--- src/rtl/wh_pkg.sv ---
package wh_pkg;
  typedef enum logic [1:0] {
    ST_HDR  = 2'd0,
    ST_WAIT = 2'd1,
    ST_FWD  = 2'd2
  } in_st_e;
endpackage

--- src/rtl/wh_hdr_dec.sv ---
module wh_hdr_dec #(
  parameter int NUM_LINKS = 3,
  parameter int DATA_W    = 8,
  parameter int SELF      = 0,
  parameter int DST_W     = 2
) (
  input  logic [DATA_W-1:0]           hdr_i,
  input  logic [DATA_W-1:0]           node_addr_i,
  input  logic [NUM_LINKS*DATA_W-1:0] link_addr_i,
  output logic [DST_W-1:0]            dst_o,
  output logic                        miss_o
);
  localparam int LOC_IDX = NUM_LINKS;

  always_comb begin
    dst_o  = DST_W'(LOC_IDX);
    miss_o = 1'b1;
    if (hdr_i == node_addr_i) begin
      miss_o = 1'b0;
    end else begin
      // descending scan: lowest matching link is written last
      for (int j = NUM_LINKS - 1; j >= 0; j--) begin
        if (j != SELF && hdr_i == link_addr_i[j*DATA_W +: DATA_W]) begin
          dst_o  = DST_W'(j);
          miss_o = 1'b0;
        end
      end
    end
  end
endmodule

--- src/rtl/wh_in_ctl.sv ---
module wh_in_ctl import wh_pkg::*; #(
  parameter int DST_W   = 2,
  parameter int LOC_IDX = 3
) (
  input  logic             clk_i,
  input  logic             rst_ni,
  input  logic             route_en_i,
  input  logic             in_valid_i,
  input  logic             in_eop_i,
  input  logic [DST_W-1:0] dec_dst_i,
  input  logic             dec_miss_i,
  input  logic             gnt_i,
  input  logic             sel_ready_i,
  output logic             in_ready_o,
  output logic             req_o,
  output logic [DST_W-1:0] dst_o,
  output logic             miss_o
);
  in_st_e           st_q, st_d;
  logic [DST_W-1:0] dst_q, dst_d;
  logic             hdr_fire;

  assign hdr_fire   = (st_q == ST_HDR) && route_en_i && in_valid_i;
  assign in_ready_o = ((st_q == ST_HDR) && route_en_i) || ((st_q == ST_FWD) && sel_ready_i);
  assign req_o      = (st_q == ST_WAIT);
  assign dst_o      = dst_q;
  assign miss_o     = hdr_fire && !in_eop_i && dec_miss_i;

  always_comb begin
    st_d  = st_q;
    dst_d = dst_q;
    unique case (st_q)
      ST_HDR: begin
        if (in_valid_i) begin
          if (!route_en_i) begin
            st_d  = ST_WAIT;
            dst_d = DST_W'(LOC_IDX);
          end else if (!in_eop_i) begin
            st_d  = ST_WAIT;
            dst_d = dec_dst_i;
          end
        end
      end
      ST_WAIT: if (gnt_i) st_d = ST_FWD;
      ST_FWD:  if (in_valid_i && sel_ready_i && in_eop_i) st_d = ST_HDR;
      default: st_d = ST_HDR;
    endcase
  end

  always_ff @(posedge clk_i or negedge rst_ni) begin
    if (!rst_ni) begin
      st_q  <= ST_HDR;
      dst_q <= DST_W'(LOC_IDX);
    end else begin
      st_q  <= st_d;
      dst_q <= dst_d;
    end
  end


  bypass_local_chk: assert property (@(posedge clk_i) disable iff (!rst_ni)
    (st_q == ST_HDR && !route_en_i && in_valid_i) |=> (st_q == ST_WAIT && dst_q == DST_W'(LOC_IDX)));


  lone_eop_chk: assert property (@(posedge clk_i) disable iff (!rst_ni)
    (st_q == ST_HDR && route_en_i && in_valid_i && in_eop_i) |=> (st_q == ST_HDR));
endmodule

--- src/rtl/wh_out_alloc.sv ---
module wh_out_alloc #(
  parameter int NUM_LINKS = 3,
  parameter int SRC_W     = 2
) (
  input  logic                 clk_i,
  input  logic                 rst_ni,
  input  logic [NUM_LINKS-1:0] req_i,
  input  logic                 release_i,
  output logic [NUM_LINKS-1:0] gnt_o,
  output logic                 busy_o,
  output logic [SRC_W-1:0]     owner_o
);
  logic             busy_q;
  logic [SRC_W-1:0] owner_q, pick;

  always_comb begin
    gnt_o = '0;
    pick  = owner_q;
    for (int j = NUM_LINKS - 1; j >= 0; j--) begin
      if (!busy_q && req_i[j]) begin
        gnt_o    = '0;
        gnt_o[j] = 1'b1;
        pick     = SRC_W'(j);
      end
    end
  end

  always_ff @(posedge clk_i or negedge rst_ni) begin
    if (!rst_ni) begin
      busy_q  <= 1'b0;
      owner_q <= '0;
    end else if (release_i) begin
      busy_q  <= 1'b0;
    end else if (gnt_o != '0) begin
      busy_q  <= 1'b1;
      owner_q <= pick;
    end
  end

  assign busy_o  = busy_q;
  assign owner_o = owner_q;


  lock_hold_chk: assert property (@(posedge clk_i) disable iff (!rst_ni)
    (busy_q && !release_i) |=> (busy_q && $stable(owner_q)));
endmodule

--- src/rtl/wh_err_irq.sv ---
module wh_err_irq #(
  parameter int NUM_LINKS = 3
) (
  input  logic                 clk_i,
  input  logic                 rst_ni,
  input  logic [NUM_LINKS-1:0] set_i,
  input  logic [NUM_LINKS-1:0] clr_i,
  input  logic [NUM_LINKS-1:0] mask_i,
  output logic [NUM_LINKS-1:0] stat_o,
  output logic                 irq_o
);
  logic [NUM_LINKS-1:0] stat_q;

  // set has priority over a simultaneous clear
  always_ff @(posedge clk_i or negedge rst_ni) begin
    if (!rst_ni) stat_q <= '0;
    else         stat_q <= (stat_q & ~clr_i) | set_i;
  end

  assign stat_o = stat_q;
  assign irq_o  = |(stat_q & mask_i);


  err_set_chk: assert property (@(posedge clk_i) disable iff (!rst_ni)
    (set_i != '0) |=> ((stat_q & $past(set_i)) == $past(set_i)));


  err_sticky_chk: assert property (@(posedge clk_i) disable iff (!rst_ni)
    (stat_q != '0) |=> ((($past(stat_q) & ~$past(clr_i)) & ~stat_q) == '0));
endmodule

--- src/rtl/wh_router.sv ---
module wh_router import wh_pkg::*; #(
  parameter int NUM_LINKS = 3,
  parameter int DATA_W    = 8
) (
  input  logic                          clk_i,
  input  logic                          rst_ni,
  input  logic                          route_en_i,
  input  logic [DATA_W-1:0]             node_addr_i,
  input  logic [NUM_LINKS*DATA_W-1:0]   link_addr_i,
  input  logic [NUM_LINKS-1:0]          in_valid_i,
  input  logic [NUM_LINKS*DATA_W-1:0]   in_data_i,
  input  logic [NUM_LINKS-1:0]          in_eop_i,
  output logic [NUM_LINKS-1:0]          in_ready_o,
  output logic [NUM_LINKS-1:0]          out_valid_o,
  output logic [NUM_LINKS*DATA_W-1:0]   out_data_o,
  output logic [NUM_LINKS-1:0]          out_eop_o,
  input  logic [NUM_LINKS-1:0]          out_ready_i,
  output logic                          loc_valid_o,
  output logic [DATA_W-1:0]             loc_data_o,
  output logic                          loc_eop_o,
  output logic [$clog2(NUM_LINKS)-1:0]  loc_src_o,
  input  logic                          loc_ready_i,
  input  logic [NUM_LINKS-1:0]          err_mask_i,
  input  logic [NUM_LINKS-1:0]          err_clr_i,
  output logic [NUM_LINKS-1:0]          err_stat_o,
  output logic                          irq_o
);
  localparam int NUM_DST = NUM_LINKS + 1;
  localparam int DST_W   = $clog2(NUM_DST);
  localparam int SRC_W   = $clog2(NUM_LINKS);
  localparam int LOC_IDX = NUM_LINKS;

  logic [DST_W-1:0]     dec_dst [NUM_LINKS];
  logic [DST_W-1:0]     cur_dst [NUM_LINKS];
  logic [NUM_LINKS-1:0] dec_miss, req, gnt_in, miss_set, sel_ready;
  logic [NUM_LINKS-1:0] req_m [NUM_DST];
  logic [NUM_LINKS-1:0] gnt_m [NUM_DST];
  logic [SRC_W-1:0]     owner [NUM_DST];
  logic [DATA_W-1:0]    dst_data [NUM_DST];
  logic [NUM_DST-1:0]   busy, dst_valid, dst_eop, dst_ready, release_d;

  assign dst_ready = {loc_ready_i, out_ready_i};

  for (genvar i = 0; i < NUM_LINKS; i++) begin : g_in
    wh_hdr_dec #(
      .NUM_LINKS(NUM_LINKS), .DATA_W(DATA_W), .SELF(i), .DST_W(DST_W)
    ) u_dec (
      .hdr_i      (in_data_i[i*DATA_W +: DATA_W]),
      .node_addr_i(node_addr_i),
      .link_addr_i(link_addr_i),
      .dst_o      (dec_dst[i]),
      .miss_o     (dec_miss[i])
    );

    assign sel_ready[i] = dst_ready[cur_dst[i]];

    wh_in_ctl #(.DST_W(DST_W), .LOC_IDX(LOC_IDX)) u_ctl (
      .clk_i      (clk_i),
      .rst_ni     (rst_ni),
      .route_en_i (route_en_i),
      .in_valid_i (in_valid_i[i]),
      .in_eop_i   (in_eop_i[i]),
      .dec_dst_i  (dec_dst[i]),
      .dec_miss_i (dec_miss[i]),
      .gnt_i      (gnt_in[i]),
      .sel_ready_i(sel_ready[i]),
      .in_ready_o (in_ready_o[i]),
      .req_o      (req[i]),
      .dst_o      (cur_dst[i]),
      .miss_o     (miss_set[i])
    );
  end

  always_comb begin
    gnt_in = '0;
    for (int i = 0; i < NUM_LINKS; i++)
      for (int d = 0; d < NUM_DST; d++)
        gnt_in[i] = gnt_in[i] | gnt_m[d][i];
  end

  for (genvar d = 0; d < NUM_DST; d++) begin : g_dst
    always_comb begin
      for (int i = 0; i < NUM_LINKS; i++)
        req_m[d][i] = req[i] && (cur_dst[i] == DST_W'(d));
    end

    wh_out_alloc #(.NUM_LINKS(NUM_LINKS), .SRC_W(SRC_W)) u_alloc (
      .clk_i    (clk_i),
      .rst_ni   (rst_ni),
      .req_i    (req_m[d]),
      .release_i(release_d[d]),
      .gnt_o    (gnt_m[d]),
      .busy_o   (busy[d]),
      .owner_o  (owner[d])
    );

    assign dst_valid[d] = busy[d] && in_valid_i[owner[d]];
    assign dst_eop[d]   = in_eop_i[owner[d]];
    assign dst_data[d]  = in_data_i[int'(owner[d])*DATA_W +: DATA_W];
    assign release_d[d] = dst_valid[d] && dst_ready[d] && dst_eop[d];

    if (d < NUM_LINKS) begin : g_link
      assign out_valid_o[d]                = dst_valid[d];
      assign out_eop_o[d]                  = dst_eop[d];
      assign out_data_o[d*DATA_W +: DATA_W] = dst_data[d];


      no_loopback_chk: assert property (@(posedge clk_i) disable iff (!rst_ni)
        busy[d] |-> (int'(owner[d]) != d));
    end
  end

  assign loc_valid_o = dst_valid[LOC_IDX];
  assign loc_eop_o   = dst_eop[LOC_IDX];
  assign loc_data_o  = dst_data[LOC_IDX];
  assign loc_src_o   = owner[LOC_IDX];

  wh_err_irq #(.NUM_LINKS(NUM_LINKS)) u_err (
    .clk_i (clk_i),
    .rst_ni(rst_ni),
    .set_i (miss_set),
    .clr_i (err_clr_i),
    .mask_i(err_mask_i),
    .stat_o(err_stat_o),
    .irq_o (irq_o)
  );
endmodule

--- config.mk ---
export PLATFORM = sky130hd
export DESIGN_NAME = wh_router
export DESIGN_NICKNAME = d
export VERILOG_FILES = /design/src/rtl/wh_pkg.sv /design/src/rtl/wh_hdr_dec.sv /design/src/rtl/wh_in_ctl.sv /design/src/rtl/wh_out_alloc.sv /design/src/rtl/wh_err_irq.sv /design/src/rtl/wh_router.sv
export SDC_FILE = /design/constraint.sdc
export NUM_CORES = 1
export LEC_CHECK = 0
export BUFFER_PORTS_ARGS = -buffer_cell sky130_fd_sc_hd__buf_2
export CAP_MARGIN = 40
export CORE_MARGIN = 3
export CORE_UTILIZATION = 55
export CTS_CLUSTER_SIZE = 25
export DETAILED_ROUTE_END_ITERATION = 8
export GPL_TIMING_DRIVEN = 0
export PLACE_DENSITY = 0.89
export SYNTH_ARGS = -nofsm -noshare
export SYNTH_HDL_FRONTEND = slang
export SYNTH_SLANG_ARGS = --single-unit
--- constraint.sdc ---
create_clock -name clk_i -period 5.1 [get_ports clk_i]
set_input_delay 1.02 -clock clk_i [delete_from_list [all_inputs] [get_ports clk_i]]
set_output_delay 1.02 -clock clk_i [all_outputs]
set_load 0.02 [all_outputs]
# Yosys cells after proc, flatten, opt, wreduce, memory -nomap -nowiden
# Index checks and enable logic that the tools add are counted.
# word_totals
register_bits	27
latchBits	0
mem_bits_rw	0
romBits	0
in_bits	75
output_inout_bits	49
word_cells	274
n_memories	0
# op_classes
add_sub_neg	0
n_mul	0
n_div	0
n_lt_le_gt_ge	7
n_eq_ne	39
n_shift	4
muxes	96
bitwise	17
reduce_logical	96
# ops
cell	count
$shiftx A24 B6 Y8	4
$mux W2	40
$eq A8 B8 Y1	9
$logic_and A1 B1 Y1	57
$mux W3	12
$mux W1	30
$reduce_bool A3 Y1	8
$bmux W1 S2	11
$lt A2 B3 Y1 const B	7
$reduce_and A3 Y1	7
$eq A2 B2 Y1 const B	9
$ne A2 B2 Y1 const B	9
$pmux W2 S3	3
$eq A2 B1 Y1 const B	6
$logic_not A2 Y1	6
$reduce_and A4 Y1	3
$ne A3 B3 Y1 const B	3
$or A1 B1 Y1	9
$reduce_bool A2 Y1	4
$logic_not A1 Y1	7
$and A3 B3 Y3	2
$ne A2 B1 Y1 const B	3
$not A1 Y1	4
$logic_or A1 B1 Y1	3
3 further kinds	3

# Longest topological paths before layout
# depth
ltp_word	11
depth_mapped	5
mapped_depth_nobuf	4

# By module
# From an unflattened synthesis, not the netlist that was laid out.
# hier_totals
hier_cells	414
area_unflattened_um2	3463.3
# by_module_without_submodules
mod	n_inst	cells_per_inst	area_each_um2	seq_area_each_um2
wh_router	1	165	1151.1	0.0
wh_in_ctl	3	22	227.7	102.6
wh_out_alloc	4	16	163.9	75.1
wh_hdr_dec at g_in[0].u_dec	1	36	290.3	0.0
wh_hdr_dec at g_in[1].u_dec	1	36	286.5	0.0
wh_hdr_dec at g_in[2].u_dec	1	36	274.0	0.0
wh_err_irq	1	11	122.6	75.1

# Least setup slack after synthesis
# No wires, ideal clock.
# synth_timing
path_type	input-to-output
from	input port in_data_i[18]
to	output port loc_data_o[2]
t_arrival_ns	1.860
setup_slack_ns	2.220
cell_stages	3
n_path_buf	1
path_cell_list	clkbuf_1 > mux2i_1 > o21ai_0
# synth_between
elab_chain_cells	1
# synth_lines
item	line_no	rtl
start, declared	wh_router.sv:11	input logic [NUM_LINKS*DATA_W-1:0] in_data_i,
$shiftx A24 B6 Y8	wh_router.sv:99	assign dst_data[d] = in_data_i[int'(owner[d])*DATA_W +: DATA_W];
end, declared	wh_router.sv:19	output logic [DATA_W-1:0] loc_data_o,
# No other way between the ends.

# Final worst setup path
# layout_timing
from	input port out_ready_i[0]
to	output port in_ready_o[2]
# layout_between
elab_chain_cells	4
# layout_lines
item	line_no	rtl
start, declared	wh_router.sv:17	input logic [NUM_LINKS-1:0] out_ready_i,
$bmux W1 S2	wh_router.sv:55	assign sel_ready[i] = dst_ready[cur_dst[i]];
$mux W1 (not written as such)	wh_router.sv:55	
$logic_and A1 B1 Y1	wh_in_ctl.sv:24	assign in_ready_o = ((st_q == ST_HDR) && route_en_i) || ((st_q == ST_FWD) && sel_ready_i);
$logic_or A1 B1 Y1	wh_in_ctl.sv:24	
end, declared	wh_router.sv:13	output logic [NUM_LINKS-1:0] in_ready_o,
# No other way between the ends. The select of a mux whose other input is x is not followed.

==> run_results.csv <==
group,metric,value,unit
drt,wirelength,10.86,mm
setup_path,cp.required,4080,ps
clock_tree,numCtsBuffers,3,
timing,skew,3.359,ps
clock_tree,clk_pin_slew,90,ps
clock_tree,clk_latency,270,ps
power,p_total,1688,uW
final_layout,nNetsFinal,591,
timing,setup_violations,0,
global_route,grt_pass1_vias,3587,
logic_synthesis,synthesis.area,3333,sq um
clock_tree,cts_resized,0,
power,ir_drop,0.2714,mV
floorplanning,die_area,7031,sq um
logic_synthesis,synthXorXnorAreaFrac,0.1892,
logic_synthesis,netlist_top_cells_area,"xnor2_1 (19%), dfrtp_1 (16%), mux2i_1 (13%)",
logic_synthesis,synth_compound_area_frac,0.1813,
clock_tree,cts_buffer_depth,2,
timing,worst_pin_slew,888.4,ps
flow_run,maxCapViolCount,0,
timing,max_freq,315.1,MHz
clock_tree,root_buffer,"clkbuf_8",
final_layout,syn2layout_area_growth,18.92,%
drt,drtPass1Iterations,6,
logic_synthesis,syn_nets,487,
timing,drv_slew,0,
logic_synthesis,yosysSeqAreaShare,0.2050,
global_route,antenna_found_initial,0,
timing,slew_headroom,0.4023,
timing,fin_setup_tns,0,ps
clock_tree,cts_tree,"built",
place,hpwl,8.530,mm
logic_synthesis,ys_warn_count,0,
timing,rsz0062_at_grt,"no",
clock_tree,htree_levels,1,
setup_path,slowest_stage,"mux4_2",
power,p_leak,0.001621,uW
global_route,track_usage,0.3011,
setup_path,cp_cell_sequence,"buf_2 > mux4_2 > mux2i_1 > nor2_1 > buf_4 > buf_2",
floorplanning,core_area,5675,sq um
floorplanning,start_util,0.5873,
logic_synthesis,synthAdderAreaFrac,0,
global_route,grt-ovfl-total,0,
logic_synthesis,synth-main-ff-cell,"dfrtp_1",
setup_path,crit_top_cell,"buf_2",
logic_synthesis,yosys.area_share.simple,0.1847,
place,place_congestion,0.9538,
timing,fin_crit_sh,0.6223,
final_layout,drive_gt1_frac,0.2796,
logic_synthesis,synth-edff-count,0,
floorplanning,die_w,83.85,um
logic_synthesis,synth_mux_area_frac,0.1562,
setup_path,cp_slowest_stage_delay,480,ps
logic_synthesis,synthCells,412,
drt,drtIter0Drc,380,
worst_hold_path,hold_class,"reg2reg",
drt,ant_nets,0,
setup_path,end_kind,"output pin",
setup_path,critPathLaunchType,"input port",
drt,avgViaCountPerCell,6.298,
clock_tree,cts_setup_buffers,0,
logic_synthesis,async_reset_ff_frac,1.000,
logic_synthesis,syn_avg_cell_area,8.090,sq um
power,power.density,425.8,nW/um^2
setup_path,critical_path_class,"in2out",
logic_synthesis,synth_top_family_by_area,"XOR/XNOR gates",
clock_tree,clock_sinks,27,
setup_path,cp_num_buf_inv,3,
setup_path,path_delay_family,"multiplexers",
drt,remaining_drc_errors,0,
final_layout,diodes,0,
status,run_status,"completed",
setup_path,arrival,2150,ps
logic_synthesis,synth_top_area_share,0.1892,
place,portBuffers,99,
timing,hold_viol,0,
global_route,grt_pass1_wl,17.40,mm
global_route,grt_max_degree,28,
floorplanning,io-pin-count,124,
final_layout,fill_cells,453,
floorplanning,fp-row-count,27,
clock_tree,hold_buffers,0,
drt,route.vias.total,3697,
timing,layout_min_cycle_time,3174,ps
logic_synthesis,ys_types,58,
setup_path,cp_max_fo,4,
floorplanning,fp.dieH,83.85,um
drt,wl_per_cell,18.50,um
logic_synthesis,synth_area_leader_cell,"xnor2_1",
logic_synthesis,ys_seq_elements,27,
-- synth_stat cells, types with 5 or more instances --
| cell type | n |
|---|---|
| xnor2_1 | 72 |
| mux2i_1 | 43 |
| nand2_1 | 38 |
| o21ai_0 | 32 |
| clkbuf_1 | 23 |
| dfrtp_1 | 21 |
| nand4_1 | 19 |
| buf_2 | 18 |
| nor2_1 | 18 |
| inv_1 | 15 |
| o2bb2ai_1 | 8 |
| nand3_1 | 7 |
| nor2b_1 | 7 |
| dfstp_2 | 6 |
| and2_1 | 5 |
-- where the power goes --
group	internal (uW)	total [uW]	switching [uW]	leakage (uW)
Sequential	280	347	67.3	0.000334
Combinational	464	1220	756	0.00126
Clock	55.9	121	64.9	0.0000228
Total	800	1690	888	0.00162
-- state kept, by name, summed over array words and instances (netlist names) --
register               count
g_in.u_ctl.st_q            6
u_err.stat_o               3
g_dst.u_alloc.owner_o      8
g_in.u_ctl.dst_o           6
g_dst.u_alloc.busy_o       4
-- path summary, 6_finish.rpt --
path                                         from                     endpoint  slack (ps)  cells after the start
setup / recovery                   out_ready_i[0]                in_ready_o[2]        1930                      6
hold reg to reg            g_in[1].u_ctl.dst_o[0]       g_in[1].u_ctl.dst_o[0]         570                      2
hold / removal             g_in[1].u_ctl.dst_o[0]       g_in[1].u_ctl.dst_o[0]         570                      2
setup reg to reg           g_in[0].u_ctl.dst_o[0]        g_in[2].u_ctl.st_q[1]        3200                      5
max in group asynchronous                  rst_ni      g_dst[3].u_alloc.busy_o        3940                      1
min in group asynchronous                  rst_ni  g_dst[2].u_alloc.owner_o[0]         760                      1
-- worst register-to-register path: cells and delay by family, from the launching register on --
kind | cells | cell delay (ps)
DFF | 1 | 530
buffers and inverters | 1 | 370
and+or+nand+nor | 1 | 120
AOI/OAI and AO/OA | 3 | 740
-- cell type report --
| type | instances | area (sq um) | area share |
|---|---|---|---|
| multi-input combinational | 323 | 2371 | 0.5982 |
| sequential | 27 | 683.2 | 0.1723 |
| timing repair buffer | 99 | 495.5 | 0.1250 |
| buffer | 47 | 222.7 | 0.05619 |
| tap | 72 | 90.09 | 0.02273 |
| inverter | 15 | 56.30 | 0.01420 |
| clock buffer | 4 | 45.04 | 0.01136 |
-- stage by stage --
| stage | utilization | cells | hold WS [ps] | setup slack, ps | instance area, sq um |
|---|---|---|---|---|---|
| floorplan | - | 412 | 503.1 | 2220 | 3333 |
| global placement | 0.6905 | 583 | 539.5 | 1967 | 3919 |
| detailed placement | 0.6905 | 583 | 549.5 | 1959 | 3919 |
| CTS | 0.6984 | 587 | 565.6 | 1957 | 3964 |
| global route | 0.6984 | 587 | 597.5 | 1888 | 3964 |
| finish | 0.6984 | 587 | 569.4 | 1926 | 3964 |
-- kinds of logic after synthesis --
logic type,count (synthesis)
flip-flops,27
AND/OR/NAND/NOR,118
buffers and inverters,62
XOR/XNOR,72
multiplexers,47
AO/OA/AOI/OAI,86
-- routing by layer --
layer  track usage  wire (um)  part of all wire  vias up
li1              -          -                 -     1671
met1        0.4040       4389              0.40     1761
met2        0.5061       5202              0.48      237
met3       0.04245       1095              0.10       28
met4       0.08041        170             0.016        0
met5             0          0                 0        -
-- cell usage in the layout (no fill, tap or decap), types with 4 or more instances in the layout --
cell,instances
buf_2,117
xnor2_1,72
mux2i_1,43
nand2_1,38
o21ai_0,32
clkbuf_1,24
dfrtp_1,21
nand4_1,19
nor2_1,18
inv_1,15
o2bb2ai_1,8
nor2b_1,7
nand3_1,7
dfstp_2,6
and2_1,5
buf_4,4
o22ai_1,4
mux4_2,4
a21boi_0,4
a21oi_1,4
a31o_2,4
Power figures use the tool's default switching activity.
